### src/rtl/exc_arb_pkg.sv
package exc_arb_pkg;
  typedef enum logic [1:0] {
    CFG_PROMO  = 2'd0,
    CFG_EXTCTL = 2'd1,
    CFG_MASK   = 2'd2
  } cfg_addr_e;

  localparam int unsigned EXT_EDGE_BIT = 0;
  localparam int unsigned EXT_EN_BIT   = 1;
  localparam int unsigned EXT_CLR_BIT  = 2;
  localparam int unsigned MASK_I_BIT   = 0;
  localparam int unsigned MASK_X_BIT   = 1;
endpackage

### src/rtl/exc_ext_pin.sv
module exc_ext_pin (
  input  logic clk,
  input  logic rst,
  input  logic pin_n,
  input  logic edge_mode,
  input  logic enable,
  input  logic clr,
  output logic req
);
  logic prev_q;
  logic pend_q;
  logic fall;

  assign fall = prev_q & ~pin_n;

  always_ff @(posedge clk) begin
    if (rst) begin
      prev_q <= 1'b1;
      pend_q <= 1'b0;
    end else begin
      prev_q <= pin_n;
      if (edge_mode && fall)
        pend_q <= 1'b1;
      else if (clr || !edge_mode)
        pend_q <= 1'b0;
    end
  end

  assign req = enable & (edge_mode ? pend_q : ~pin_n);
endmodule

### src/rtl/exc_mask_bits.sv
module exc_mask_bits (
  input  logic       clk,
  input  logic       rst,
  input  logic       entry,
  input  logic       entry_nm,
  input  logic       rti,
  input  logic       rti_i,
  input  logic       rti_x,
  input  logic       wr,
  input  logic [1:0] wdata,
  output logic       mask_i,
  output logic       mask_x
);
  import exc_arb_pkg::*;

  always_ff @(posedge clk) begin
    if (rst) begin
      mask_i <= 1'b1;
      mask_x <= 1'b1;
    end else if (entry) begin
      mask_i <= 1'b1;
      if (entry_nm) mask_x <= 1'b1;
    end else if (rti) begin
      mask_i <= rti_i;
      mask_x <= rti_x;
    end else if (wr) begin
      mask_i <= wdata[MASK_I_BIT];
      mask_x <= mask_x & wdata[MASK_X_BIT];
    end
  end
endmodule

### src/rtl/exc_select.sv
module exc_select #(
  parameter int unsigned N_SRC = 8,
  parameter int unsigned VEC_W = 16,
  parameter logic [VEC_W-1:0] TOP_VEC = 16'hFFF8,
  localparam int unsigned NM = N_SRC + 1
) (
  input  logic             trap_pend,
  input  logic             swi_pend,
  input  logic             nmi_req,
  input  logic [NM-1:0]    mreq,
  input  logic [7:0]       promo,
  output logic             win_valid,
  output logic [VEC_W-1:0] win_vec
);
  localparam logic [VEC_W-1:0] V_TRAP = TOP_VEC;
  localparam logic [VEC_W-1:0] V_SWI  = TOP_VEC - VEC_W'(2);
  localparam logic [VEC_W-1:0] V_NMI  = TOP_VEC - VEC_W'(4);

  logic [VEC_W-1:0] mvec [NM];
  logic [NM-1:0]    match;

  for (genvar k = 0; k < NM; k++) begin : g_mvec
    assign mvec[k]  = TOP_VEC - VEC_W'(6) - VEC_W'(2 * k);
    assign match[k] = (mvec[k][7:0] == promo);
  end

  logic             dhit, phit;
  logic [VEC_W-1:0] dvec, pvec;

  always_comb begin
    dhit = 1'b0;
    dvec = '0;
    for (int k = NM - 1; k >= 0; k--) begin
      if (mreq[k]) begin
        dhit = 1'b1;
        dvec = mvec[k];
      end
    end
  end

  always_comb begin
    phit = 1'b0;
    pvec = '0;
    for (int k = 0; k < NM; k++) begin
      if (mreq[k] && match[k]) begin
        phit = 1'b1;
        pvec = mvec[k];
      end
    end
  end

  always_comb begin
    win_valid = 1'b1;
    if (trap_pend)     win_vec = V_TRAP;
    else if (swi_pend) win_vec = V_SWI;
    else if (nmi_req)  win_vec = V_NMI;
    else if (phit)     win_vec = pvec;
    else if (dhit)     win_vec = dvec;
    else begin
      win_valid = 1'b0;
      win_vec   = '0;
    end
  end
endmodule

### src/rtl/exc_arbiter.sv
module exc_arbiter #(
  parameter int unsigned N_SRC = 8,
  parameter int unsigned VEC_W = 16,
  parameter logic [VEC_W-1:0] TOP_VEC = 16'hFFF8
) (
  input  logic             clk,
  input  logic             rst,
  input  logic [N_SRC-1:0] src_req,
  input  logic             ext_irq_n,
  input  logic             nmi_n,
  input  logic             swi_evt,
  input  logic             trap_evt,
  input  logic             vec_fetch,
  input  logic             rti_evt,
  input  logic             rti_i,
  input  logic             rti_x,
  input  logic             cfg_we,
  input  logic [1:0]       cfg_addr,
  input  logic [7:0]       cfg_wdata,
  output logic             req_valid,
  output logic [VEC_W-1:0] req_vector,
  output logic             mask_i,
  output logic             mask_x
);
  import exc_arb_pkg::*;

  localparam int unsigned NM = N_SRC + 1;
  localparam logic [VEC_W-1:0] V_TRAP = TOP_VEC;
  localparam logic [VEC_W-1:0] V_SWI  = TOP_VEC - VEC_W'(2);
  localparam logic [VEC_W-1:0] V_NMI  = TOP_VEC - VEC_W'(4);
  localparam logic [VEC_W-1:0] V_EXT  = TOP_VEC - VEC_W'(6);

  logic [7:0] promo_q;
  logic       edge_mode_q, ext_en_q;
  logic       swi_pend_q, trap_pend_q;
  logic       wr_promo, wr_ext, wr_mask;
  logic       taken, taken_nm, took_ext, took_swi, took_trap;
  logic       ext_req, ext_clr;
  logic [NM-1:0] mreq;
  logic       win_valid;
  logic [VEC_W-1:0] win_vec;

  assign wr_promo = cfg_we && (cfg_addr == CFG_PROMO);
  assign wr_ext   = cfg_we && (cfg_addr == CFG_EXTCTL);
  assign wr_mask  = cfg_we && (cfg_addr == CFG_MASK);

  assign taken     = vec_fetch & req_valid;
  assign taken_nm  = taken && (req_vector >= V_NMI);
  assign took_ext  = taken && (req_vector == V_EXT);
  assign took_swi  = taken && (req_vector == V_SWI);
  assign took_trap = taken && (req_vector == V_TRAP);
  assign ext_clr   = took_ext | (wr_ext & cfg_wdata[EXT_CLR_BIT]);

  always_ff @(posedge clk) begin
    if (rst) begin
      promo_q     <= V_EXT[7:0];
      edge_mode_q <= 1'b0;
      ext_en_q    <= 1'b0;
      swi_pend_q  <= 1'b0;
      trap_pend_q <= 1'b0;
    end else begin
      if (wr_promo) promo_q <= cfg_wdata;
      if (wr_ext) begin
        edge_mode_q <= cfg_wdata[EXT_EDGE_BIT];
        ext_en_q    <= cfg_wdata[EXT_EN_BIT];
      end
      if (swi_evt)       swi_pend_q <= 1'b1;
      else if (took_swi) swi_pend_q <= 1'b0;
      if (trap_evt)       trap_pend_q <= 1'b1;
      else if (took_trap) trap_pend_q <= 1'b0;
    end
  end

  exc_ext_pin u_ext (
    .clk       (clk),
    .rst       (rst),
    .pin_n     (ext_irq_n),
    .edge_mode (edge_mode_q),
    .enable    (ext_en_q),
    .clr       (ext_clr),
    .req       (ext_req)
  );

  exc_mask_bits u_mask (
    .clk      (clk),
    .rst      (rst),
    .entry    (taken),
    .entry_nm (taken_nm),
    .rti      (rti_evt),
    .rti_i    (rti_i),
    .rti_x    (rti_x),
    .wr       (wr_mask),
    .wdata    (cfg_wdata[1:0]),
    .mask_i   (mask_i),
    .mask_x   (mask_x)
  );

  assign mreq = {src_req, ext_req} & {NM{~mask_i}};

  exc_select #(
    .N_SRC   (N_SRC),
    .VEC_W   (VEC_W),
    .TOP_VEC (TOP_VEC)
  ) u_sel (
    .trap_pend (trap_pend_q),
    .swi_pend  (swi_pend_q),
    .nmi_req   (~nmi_n & ~mask_x),
    .mreq      (mreq),
    .promo     (promo_q),
    .win_valid (win_valid),
    .win_vec   (win_vec)
  );

  always_ff @(posedge clk) begin
    if (rst) begin
      req_valid  <= 1'b0;
      req_vector <= '0;
    end else begin
      req_valid  <= win_valid & ~taken;
      req_vector <= win_vec;
    end
  end
endmodule

### config.mk
export PLATFORM = sky130hd
export DESIGN_NAME = exc_arbiter
export DESIGN_NICKNAME = d
export VERILOG_FILES = /design/src/rtl/exc_arb_pkg.sv /design/src/rtl/exc_ext_pin.sv /design/src/rtl/exc_mask_bits.sv /design/src/rtl/exc_select.sv /design/src/rtl/exc_arbiter.sv
export SDC_FILE = /design/constraint.sdc
export NUM_CORES = 1
export LEC_CHECK = 0
export BUFFER_PORTS_ARGS = -buffer_cell sky130_fd_sc_hd__buf_2
export CORE_AREA = 10 10 67 69
export CTS_CLUSTER_SIZE = 24
export DETAILED_ROUTE_END_ITERATION = 10
export DIE_AREA = 0 0 77 79
export GPL_TIMING_DRIVEN = 0
export PLACE_DENSITY_LB_ADDON = 0.08
export SYNTH_ARGS = -nofsm -noshare
export SYNTH_HDL_FRONTEND = slang
export SYNTH_HIERARCHICAL = 1
export SYNTH_SLANG_ARGS = --single-unit
### constraint.sdc
create_clock -name clk -period 6.25 [get_ports clk]
set_clock_uncertainty 0.2 [all_clocks]
set_input_delay 0.625 -clock clk [delete_from_list [all_inputs] [get_ports clk]]
set_output_delay 0.625 -clock clk [all_outputs]
set_load 0.02 [all_outputs]
Yosys cells after proc, flatten, opt, wreduce, memory -nomap -nowiden. Index checks and enable logic that the tools add are counted.

Output and inout port bits: 19. Memories kept: 0. Register bits: 33. Bits in latches: 0. ROM bits: 0. Logic and storage cells: 131. Input bits: 29. Memory bits (writable): 0.

Add/sub/neg operators: 0. Bitwise operators: 14. Order comparisons: 1. Div/mod/pow operators: 0. Mux-type cells: 59. Equality and inequality tests: 15. Shifts and indexed selects: 0. Multipliers: 0. Reduce and logical (&&, ||, !) cells: 29.

Operators by type and width (count): two-way mux 16 bit (23); equality test 8 bit, first input constant (9); equality test 16 bit, second input constant (3); two-way mux 1 bit (36); logical AND 1 bit (17); >= comparator 16 bit, second input constant (1); AND 9 bit (1); nonzero test 2 bit (4); AND 1 bit (7); inverter 1 bit (5); OR reduction 2 bit (2); OR reduction 4 bit (1); nonzero test 3 bit (1); equality test 2 x 1 -> 1 bit, second input constant (1); equality test 2 bit, second input constant (1); logical NOT 2 bit (1); != test 2 x 1 -> 1 bit, second input constant (1); AND reduction 2 bit (1); logical NOT 1 bit (1); logical OR 1 bit (1); OR 1 bit (1).

Longest topological paths before layout.
Depth in word-level cells: 19. Gate-level depth with buffers: 9. Gate-level depth less buffers: 9.

By module. Netlist, hierarchy kept.

By module, submodules not included: exc_arbiter (cells an instance 102, instances 1, area an instance 1068.5 um2); exc_select (cells an instance 68, instances 1, area an instance 464.2 um2); exc_mask_bits (cells an instance 12, instances 1, area an instance 100.1 um2); exc_ext_pin (cells an instance 10, instances 1, area an instance 91.3 um2).

Least setup slack after synthesis. OpenSTA, ideal clock, no wires.

Path type: in2reg. Start point: input port ext_irq_n. End point: register req_vector[1]. Path buffers: 0. Stages: 9. Slack: 3.849 ns. Library setup time: 0.128 ns. Data arrival time: 2.073 ns. Cells stage by stage: or2_1 a21boi_2 nor2b_1 mux2i_1 a21oi_1 a21oi_2 nor3b_2 a311o_1 nor2b_1.

Word-level cells in the longest chain between the ends: 17.

Ends and longest elaborated chain: from (decl) (line exc_arbiter.sv:9) `input logic ext_irq_n,`; inverter 1 bit * (line exc_ext_pin.sv:29) `assign req = enable & (edge_mode ? pend_q : ~pin_n);`; two-way mux 1 bit * (line exc_ext_pin.sv:29); AND 1 bit * (line exc_ext_pin.sv:29); named net ext_req (line exc_arbiter.sv:38) `logic ext_req, ext_clr;`; AND 9 bit * (line exc_arbiter.sv:98) `assign mreq = {src_req, ext_req} & {NM{~mask_i}};`; named net mreq[0] (line exc_arbiter.sv:39) `logic [NM-1:0] mreq;`; logical AND 1 bit (line exc_select.sv:45) `if (mreq[k] && match[k]) begin`; two-way mux 16 bit / two-way mux 1 bit (equally long branches) (9 in series) (line exc_select.sv:45); two-way mux 16 bit * (line exc_select.sv:57) `else if (phit) win_vec = pvec;`; two-way mux 16 bit * (line exc_select.sv:56) `else if (nmi_req) win_vec = V_NMI;`; two-way mux 16 bit * (line exc_select.sv:55) `else if (swi_pend) win_vec = V_SWI;`; to (signal assigned) (line exc_arbiter.sv:120) `req_vector <= win_vec;`; to (decl) (line exc_arbiter.sv:21) `output logic [VEC_W-1:0] req_vector,`.

Mark *: on every way through the listed nets, which the timed path passes. The rest lies on a longest branch. A chain may end at the register's enable or synchronous reset.

Worst setup path in the final report. Ends and elaborated chain as after synthesis.

==> run metrics <==
Hold Path Origin=u_ext/prev_q; commonest non-fill, non-tap cell in the layout=buf_2; Netlist Area Pre-Place=1720 um2; hold path endpoint=u_ext/pend_q; DP Cell Count=285; Setup CP Type=in2reg; r2r worst-path depth=6; Finished Core Util=65.0%; syn_area_per_cell=8.98 um2; root buf cell=clkbuf_4; Reg power frac=46.6%; internal power=0.375 mW; Netlist cell types=49; nets=275; initial antenna violation count=0; H-tree Lvls=2; setup total negative slack=0 ns; Critical Path Most Common Cell=nor2b_1; total CTS buffers=5; Clk pwr share=32.3%; post-CTS setup buffer count=0; CP max stage delay=0.32 ns; commonest cells after routing, fill and taps aside=buf_2, dfxtp_1, nor2b_1, nor2_1, buf_4; CP bufs+invs=1; CTS Sinks=33; maximum VDD drop=0.000158 V; Clock Latency Late Sink=0.33 ns; power share of the combinational group=21.1%; via count=1479; Hold WC Path Type=reg2reg; Seq/Total Area, Yosys=38.3%; # diodes=0; Yosys reg bits=33; flop2flop setup slack=3.88 ns; Core ar.=3230 um2; pin count of the biggest net entering global routing=12; Final Cell Area=2100 um2; I/O Buffers=47; number of global-route vias before repair=1487; Initial Util=53.3%; final setup violation count=0; RR Startpoint=u_mask/mask_i; Syn Nets=221; Crit path depth=10; I/O pin count=48; delay-heaviest family, CP=simple AND/OR/NAND/NOR gates; DRC=0; asr flop ratio synth=0%; crit path cell chain=buf_2 > or2_1 > a21boi_2 > nor2b_1 > mux2i_1 > a21oi_1 > a21oi_2 > nor3b_2 > a311o_1 > nor2b_1; Max-slew headroom=64.4%; count of filler cells inserted in the layout=297; Tot Pwr=0.513 mW; # hold bufs at CTS=0; Net Sw Power=0.138 mW; outcome=completed; Critical Path Source Type=primary input; Critical-path top delay cell=nor2b_1; CP arrival=2.40 ns; Worst Setup End Kind=register; Hold Path Cell Cnt=2; Main synth FF type=dfxtp_1; vias per inst=5.05; Clock Tree Buf Depth=2; Tcrit/Tclk final=38.2%; Tmin final=2.39 ns; final cell count without fillers=293; clock slew at reported path FFs=0.10 ns; remaining global-route overflow=0; die width=77 um; RePlAce Congestion=0.875; RSZ-0062 raised after global routing=false; CTS tree=yes; Fin Hold WS=0.266 ns; GRT Total Usage=13.0%; DP Area=2020 um2; warnings from Yosys=6; Max Cap Violations=0; Leak=0.906 nW; number of synthesized flops with an enable pin=0; std cell rows=21; Hold Vio Cnt, Final=0; Initial DRC Count=70; Pwr Density=244 nW/um2; Sw Share=26.9%; global-route wire length before repair=6590 um; die extent in y=79 um; post-DR wirelength/cell=13.5 um; Final Max Slew Viols=0; fmax=419 MHz; R2R Path End=req_vector[11]; Routed WL=3950 um; DR pass1 iterations=4; post-detail-place hpwl=3150 um; Place WS=3.54 ns; share of layout cells above drive strength 1=34.0%; Final ANT Viol Nets=0; cells after synthesis=192; Worst Tran Pin Value=0.529 ns; # resized after CTS=0; CP required=6.26 ns; Layout area overhead=21.9%; die area=6080 um2; CP Max Fanout=5; final worst slack=3.86 ns
[synthesized netlist by cell type, types with 2 or more instances]
cell type	count	area share (%)
nor2b_1	32	12
nor3b_1	4	1.7
nand4_1	3	1.1
a211o_2	3	1.7
a211o_1	2	1.0
buf_4	11	4.8
or2_2	2	0.73
o21bai_1	2	0.87
a211oi_1	2	0.87
inv_1	3	0.65
nand3b_1	2	0.87
nor4_1	3	1.1
and2_1	2	0.73
o21ai_0	4	1.2
a21oi_1	7	2.0
mux2i_1	10	5.8
a31o_2	2	1.0
nor2_1	19	4.1
nand2_1	7	1.5
dfxtp_1	33	38
nand2b_1	3	1.1
clkbuf_1	2	0.44
or2_1	2	0.73
nor3_1	4	1.2
buf_6	2	1.3
nand3_1	3	0.87
[flip-flops by register name (all words and copies together) (netlist names)]
register       count
promo_q            8
u_mask/mask_x      1
u_ext/pend_q       1
req_vector        16
u_mask/mask_i      1
edge_mode_q        1
ext_en_q           1
swi_pend_q         1
u_ext/prev_q       1
req_valid          1
trap_pend_q        1
[layout make-up]
cell class              instances  area, um2  share of cell area, %
clock inverters                 1       30.0                   1.43
well taps                      46       57.6                   2.74
flip-flops and latches         33        661                   31.4
inverters                       3       11.3                  0.536
clock buffers                   7       55.1                   2.62
plain buffers                  16        118                   5.60
multi-input cells             140        935                   44.5
repair buffers                 47        235                   11.2
[cell families (layout without fill, tap and decap cells)]
family	Yosys count	in the layout	share of synthesized area, %
buffers and inverters	19	74	7.47
and+or+nand+nor	94	94	32.5
other	1	1	0.217
AOI/OAI and AO/OA	33	33	14.2
muxes	12	12	7.33
DFF	33	33	38.3
[metal layers]
metal  up-vias  GRT usage [%]  part of all wire [%]
li1        770              -                     -
met1       674           15.7                    49
met2        31           21.0                    44
met3         4           4.95                   5.4
met4         0           3.83                  0.96
met5         -              0                     0
[worst register-to-register path, cell delays in order (launching register included)]
cell and delay (ns):
dfxtp_1 0.58, nor2b_1 0.17, nor4_1 0.41, and3_2 0.30, nand2_1 0.24, buf_4 0.23, nor2b_1 0.12
[power by group through the flow]
stage          sequential [mW]  clock, mW  combinational [mW]
2_1_floorplan            0.257          0              0.0602
3_3_place_gp             0.244          0               0.108
3_5_place_dp             0.244          0               0.109
4_1_cts                  0.239      0.169               0.109
5_1_grt                  0.242      0.178               0.121
6_report                 0.239      0.166               0.108
[how the worst max path moves through the flow]
stage / from / end / slack (ns)
2_1_floorplan: ext_irq_n / req_vector[1] / 3.85
3_3_place_gp: ext_irq_n / req_vector[1] / 3.55
3_5_place_dp: ext_irq_n / req_vector[1] / 3.54
4_1_cts: u_mask/mask_i / req_vector[11] / 3.86
5_1_grt: u_mask/mask_i / req_vector[8] / 3.65
6_report: ext_irq_n / req_vector[1] / 3.86
Note: power is estimated with default switching activity, not from simulation.
